$ cat config.mk
export PLATFORM = sky130hd
export DESIGN_NAME = booth_seq_mult
export DESIGN_NICKNAME = d
export VERILOG_FILES = /design/src/rtl/booth_pkg.sv /design/src/rtl/booth_pair_decode.sv /design/src/rtl/booth_addsub.sv /design/src/rtl/booth_step_ctr.sv /design/src/rtl/booth_seq_mult.sv
export SDC_FILE = /design/constraint.sdc
export NUM_CORES = 1
export LEC_CHECK = 0
export ABC_AREA = 1
export BUFFER_PORTS_ARGS = -buffer_cell sky130_fd_sc_hd__buf_2
export CORE_UTILIZATION = 55
export DETAILED_ROUTE_END_ITERATION = 12
export PLACE_DENSITY = 0.8
export SYNTH_ARGS = -nofsm -noshare
export SYNTH_HDL_FRONTEND = slang
export SYNTH_SLANG_ARGS = --single-unit
$ cat constraint.sdc
create_clock -name clk -period 6.5 [get_ports clk]
set_clock_uncertainty 0.1 [all_clocks]
set_input_delay 0.975 -clock clk [delete_from_list [all_inputs] [get_ports clk]]
set_output_delay 0.975 -clock clk [all_outputs]
set_load 0.03 [all_outputs]
$ cat src/rtl/booth_pkg.sv
package booth_pkg;

   typedef enum logic [1:0] {
      BOOTH_NOP = 2'd0,
      BOOTH_ADD = 2'd1,
      BOOTH_SUB = 2'd2
   } booth_op_e;

endpackage

$ cat src/rtl/booth_pair_decode.sv
module booth_pair_decode
   import booth_pkg::*;
(
   input  logic      lsb_i,
   input  logic      guard_i,
   output booth_op_e op_o
);

   always_comb begin
      unique case ({lsb_i, guard_i})
         2'b10:   op_o = BOOTH_SUB;
         2'b01:   op_o = BOOTH_ADD;
         default: op_o = BOOTH_NOP;
      endcase
   end

endmodule

$ cat src/rtl/booth_addsub.sv
module booth_addsub
   import booth_pkg::*;
#(
   parameter int W          = 8,
   parameter bit INVERT_SUB = 1'b1
) (
   input  logic [W-1:0] acc_i,
   input  logic [W-1:0] mcand_i,
   input  booth_op_e    op_i,
   output logic [W:0]   sum_o
);

   localparam int EW = W + 1;

   logic [EW-1:0] acc_ext;
   logic [EW-1:0] mc_ext;

   assign acc_ext = {acc_i[W-1], acc_i};
   assign mc_ext  = {mcand_i[W-1], mcand_i};

   generate
      if (INVERT_SUB) begin : g_inv
         logic [EW-1:0] operand;
         logic [EW-1:0] cin_ext;
         always_comb begin
            unique case (op_i)
               BOOTH_SUB: operand = ~mc_ext;
               BOOTH_ADD: operand = mc_ext;
               default:   operand = '0;
            endcase
            cin_ext = {{(EW-1){1'b0}}, (op_i == BOOTH_SUB)};
         end
         assign sum_o = acc_ext + operand + cin_ext;
      end else begin : g_direct
         always_comb begin
            unique case (op_i)
               BOOTH_SUB: sum_o = acc_ext - mc_ext;
               BOOTH_ADD: sum_o = acc_ext + mc_ext;
               default:   sum_o = acc_ext;
            endcase
         end
      end
   endgenerate

endmodule

$ cat src/rtl/booth_step_ctr.sv
module booth_step_ctr #(
   parameter int STEPS = 8
) (
   input  logic clk,
   input  logic rst_n,
   input  logic load_i,
   input  logic step_i,
   output logic last_o
);

   localparam int CW = $clog2(STEPS + 1);

   logic [CW-1:0] remain_q;

   always_ff @(posedge clk) begin
      if (!rst_n) begin
         remain_q <= '0;
      end else if (load_i) begin
         remain_q <= CW'(STEPS);
      end else if (step_i && remain_q != '0) begin
         remain_q <= remain_q - CW'(1);
      end
   end

   assign last_o = (remain_q == CW'(1));

endmodule

$ cat src/rtl/booth_seq_mult.sv
module booth_seq_mult
   import booth_pkg::*;
#(
   parameter int OP_W       = 8,
   parameter bit INVERT_SUB = 1'b1
) (
   input  logic              clk,
   input  logic              rst_n,
   input  logic              start_i,
   input  logic [OP_W-1:0]   mcand_i,
   input  logic [OP_W-1:0]   mplier_i,
   output logic              busy_o,
   output logic              done_o,
   output logic [2*OP_W-1:0] product_o
);

   localparam int PW = 2 * OP_W;

   generate
      if (OP_W < 2) begin : g_bad_width
         $error("booth_seq_mult: OP_W must be at least 2");
      end
   endgenerate

   logic [OP_W-1:0] hi_q;
   logic [OP_W-1:0] lo_q;
   logic            guard_q;
   logic [OP_W-1:0] mcand_q;
   logic            busy_q;
   logic            done_q;

   logic            accept;
   logic            last_step;
   booth_op_e       step_op;
   logic [OP_W:0]   hi_sum;

   assign accept = start_i && !busy_q;

   booth_pair_decode u_dec (
      .lsb_i   (lo_q[0]),
      .guard_i (guard_q),
      .op_o    (step_op)
   );

   booth_addsub #(
      .W          (OP_W),
      .INVERT_SUB (INVERT_SUB)
   ) u_addsub (
      .acc_i   (hi_q),
      .mcand_i (mcand_q),
      .op_i    (step_op),
      .sum_o   (hi_sum)
   );

   booth_step_ctr #(
      .STEPS (OP_W)
   ) u_ctr (
      .clk    (clk),
      .rst_n  (rst_n),
      .load_i (accept),
      .step_i (busy_q),
      .last_o (last_step)
   );

   always_ff @(posedge clk) begin
      if (!rst_n) begin
         hi_q    <= '0;
         lo_q    <= '0;
         guard_q <= 1'b0;
         mcand_q <= '0;
         busy_q  <= 1'b0;
         done_q  <= 1'b0;
      end else begin
         done_q <= 1'b0;
         if (accept) begin
            hi_q    <= '0;
            lo_q    <= mplier_i;
            guard_q <= 1'b0;
            mcand_q <= mcand_i;
            busy_q  <= 1'b1;
         end else if (busy_q) begin
            hi_q    <= hi_sum[OP_W:1];
            lo_q    <= {hi_sum[0], lo_q[OP_W-1:1]};
            guard_q <= lo_q[0];
            if (last_step) begin
               busy_q <= 1'b0;
               done_q <= 1'b1;
            end
         end
      end
   end

   assign busy_o    = busy_q;
   assign done_o    = done_q;
   assign product_o = PW'({hi_q, lo_q});

endmodule

==> flow_summary.json <==
{
  "dp_hpwl_um": 2500,
  "rsz0062_at_grt": "no",
  "ys_seq_area_share_pct": 35.3,
  "fin_nets": 328,
  "crit_start": "busy_o",
  "numPortBuffers": 36,
  "start_kind": "register",
  "cellLeakagePower_nw": 1.10,
  "period_share_pct": 43.2,
  "drt-pass1-iter-count": 4,
  "nFillCells": 285,
  "die_h_um": 58.5,
  "initial_core_util_pct": 57.5,
  "clkTransAtPathRegs_ns": 0.10,
  "r2r-start": "lo_q[0]",
  "placed_cell_area_sq_um": 1940,
  "yosysUniqueCellTypes": 22,
  "hold_depth": 2,
  "synth_nets": 291,
  "required_ns": 5.42,
  "drcViolationCount": 0,
  "post_synth_instance_area_sq_um": 1760,
  "final_area_sq_um": 2030,
  "worstSetupPathType": "register to primary output",
  "vias_per_cell": 4.81,
  "hold_end": "u_ctr.remain_q[2]",
  "syn_avg_cell_area_sq_um": 6.73,
  "cp_data_arrival_time_ns": 1.74,
  "reg2reg_to": "hi_q[7]",
  "place_inst": 335,
  "r2r_slack_ns": 4.09,
  "drt_iter0_markers": 66,
  "drv_slew": 0,
  "ctsHoldBuffers": 0,
  "ioPinCount": 37,
  "peakVddDrop_mv": 0.123,
  "path_delay_family": "flip-flops",
  "status": "finished, final reports clean",
  "timing.hold.ws_ns": 0.386,
  "wl_per_cell_um": 10.1,
  "grt_pass1_vias": 1414,
  "cts-resized-gates": 0,
  "postRouteAntennaNets": 0,
  "rr_worst_depth": 13,
  "min-delay-start": "u_ctr.remain_q[2]",
  "post_cts_buffers": 0,
  "drv_cap": 0,
  "syn_inst": 261,
  "antenna_found_initial": 0,
  "synth_seq_cells": 31,
  "multi_input_area_sq_um": 946,
  "yosysWarnings": 0,
  "crit_buf_inv": 1,
  "critical_path.max_fanout": 27,
  "cellPowerDensity_nw_per_um2": 240,
  "timing.final.crit_period_ns": 2.81,
  "die_area_sq_um": 3420,
  "cts_buffers": 5,
  "antennaDiodeCount": 0,
  "core.rowCount": 20,
  "grt_pass1_wl_um": 5900,
  "drt-total-wl_um": 3460,
  "hold_violations": 0,
  "final_cells": 343,
  "grt.overflow.total": 0,
  "slew_headroom_pct": 27.8,
  "finalSetupViolations": 0,
  "gp_congestion": 0.853,
  "clock_path_buffers": 2,
  "core_sq_um": 3050,
  "slowest_stage": "dfxtp_1",
  "clk_latency_ns": 0.33,
  "endpoint_kind": "primary output",
  "final_layout_size_suffix_gt1_share_pct": 17.4,
  "setup_tns_ns": 0,
  "seqCellArea_sq_um": 621,
  "tritoncts": "done",
  "die_w_um": 58.5,
  "grt_max_degree": 28,
  "grtUsageTotal_pct": 22.4,
  "worst_pin_slew_ns": 1.08,
  "via_count": 1650,
  "path_cells": "buf_2",
  "clock_sinks": 31,
  "max_freq_ghz": 0.356,
  "cts_max_level": 2,
  "syn2layout_area_growth_pct": 15.6,
  "cts.root.buffer_cell": "clkbuf_4",
  "hp-class": "register to register",
  "critPathMaxStageDelay_ns": 1.05
}
-- final cells by class --
cell class / count / share of cell area [%]
clock buffers: 6 / 2.53
clock inverters: 2 / 1.73
inverters: 38 / 7.02
multi-input cells: 186 / 46.6
flip-flops and latches: 31 / 30.6
well taps: 44 / 2.71
repair buffers: 36 / 8.87
-- through the flow --
stage / utilization (%) / power, W / setup slack [ns]
finish: 66.5 / 0.000487 / 3.69
global route: 66.5 / 0.000518 / 3.61
CTS: 66.5 / 0.000492 / 3.68
detailed placement: 63.7 / 0.000332 / 4.07
global placement: 63.7 / 0.000330 / 4.07
floorplan: - / 0.000307 / 4.35
-- cells in the final DEF (no fill, tap or decap) --
cell type	synthesis	final
nor3_1	2	2
nand2_1	72	72
or2_1	2	2
inv_2	5	5
o221ai_1	2	2
o211ai_1	3	3
nand3b_1	4	4
buf_2	2	36
nor2_4	1	1
clkbuf_4	0	5
clkbuf_8	0	1
inv_1	33	33
dfxtp_1	31	31
o21ai_0	13	13
nor2_2	1	1
clkinv_2	0	1
nor2_8	1	1
xnor2_1	1	1
ha_1	9	9
nor2_1	37	37
fa_1	2	2
a21oi_1	19	19
nand3_1	17	17
bufinv_16	0	1
-- per-layer routing --
layer,up-vias,wire [um],track usage [%]
met2,40,1490,36.0
met1,701,1730,28.8
met5,-,0,0
met4,0,48,8.50
met3,5,189,6.15
li1,904,-,-
-- synth_stat cells (all sizes together) --
cell type	number	area, sq um
nand3b	4	30.0
xnor2	1	8.76
a21oi	19	95.1
nor3	2	10.0
o221ai	2	17.5
o21ai	13	65.1
o211ai	3	22.5
dfxtp	31	621
fa	2	40.0
buf	6	47.5
ha	9	113
nand3	17	85.1
inv	38	143
nand2	72	270
or2	2	12.5
nor2	40	176
-- how the worst max path moves through the flow --
| stage | depth (start not counted) | endpoint |
|---|---|---|
| after floorplan | 13 | hi_q[7] |
| after global placement | 1 | busy_o |
| after detailed placement | 1 | busy_o |
| after CTS | 1 | busy_o |
| after global routing | 1 | busy_o |
| final | 1 | busy_o |
-- state kept, by name (all words and copies together) (netlist names) --
signal and count:
hi_q 8, lo_q 8, mcand_q 8, u_ctr.remain_q 4, busy_o 1, done_o 1, guard_q 1
-- power by group --
part / leakage, nW / switching [W] / internal (W)
Combinational: 0.795 / 0.0000695 / 0.0000406
Sequential: 0.255 / 0.0000142 / 0.000203
Clock: 0.0482 / 0.0000682 / 0.0000908
-- cells by family after synthesis --
logic type / after synthesis / synth area share, %
xor+xnor: 1 / 0.499
simple gates: 137 / 33.3
buf+inv: 44 / 10.8
flops: 31 / 35.3
compound gates: 37 / 11.4
fa+ha+maj: 11 / 8.69
(Power assumes the default switching activity.)
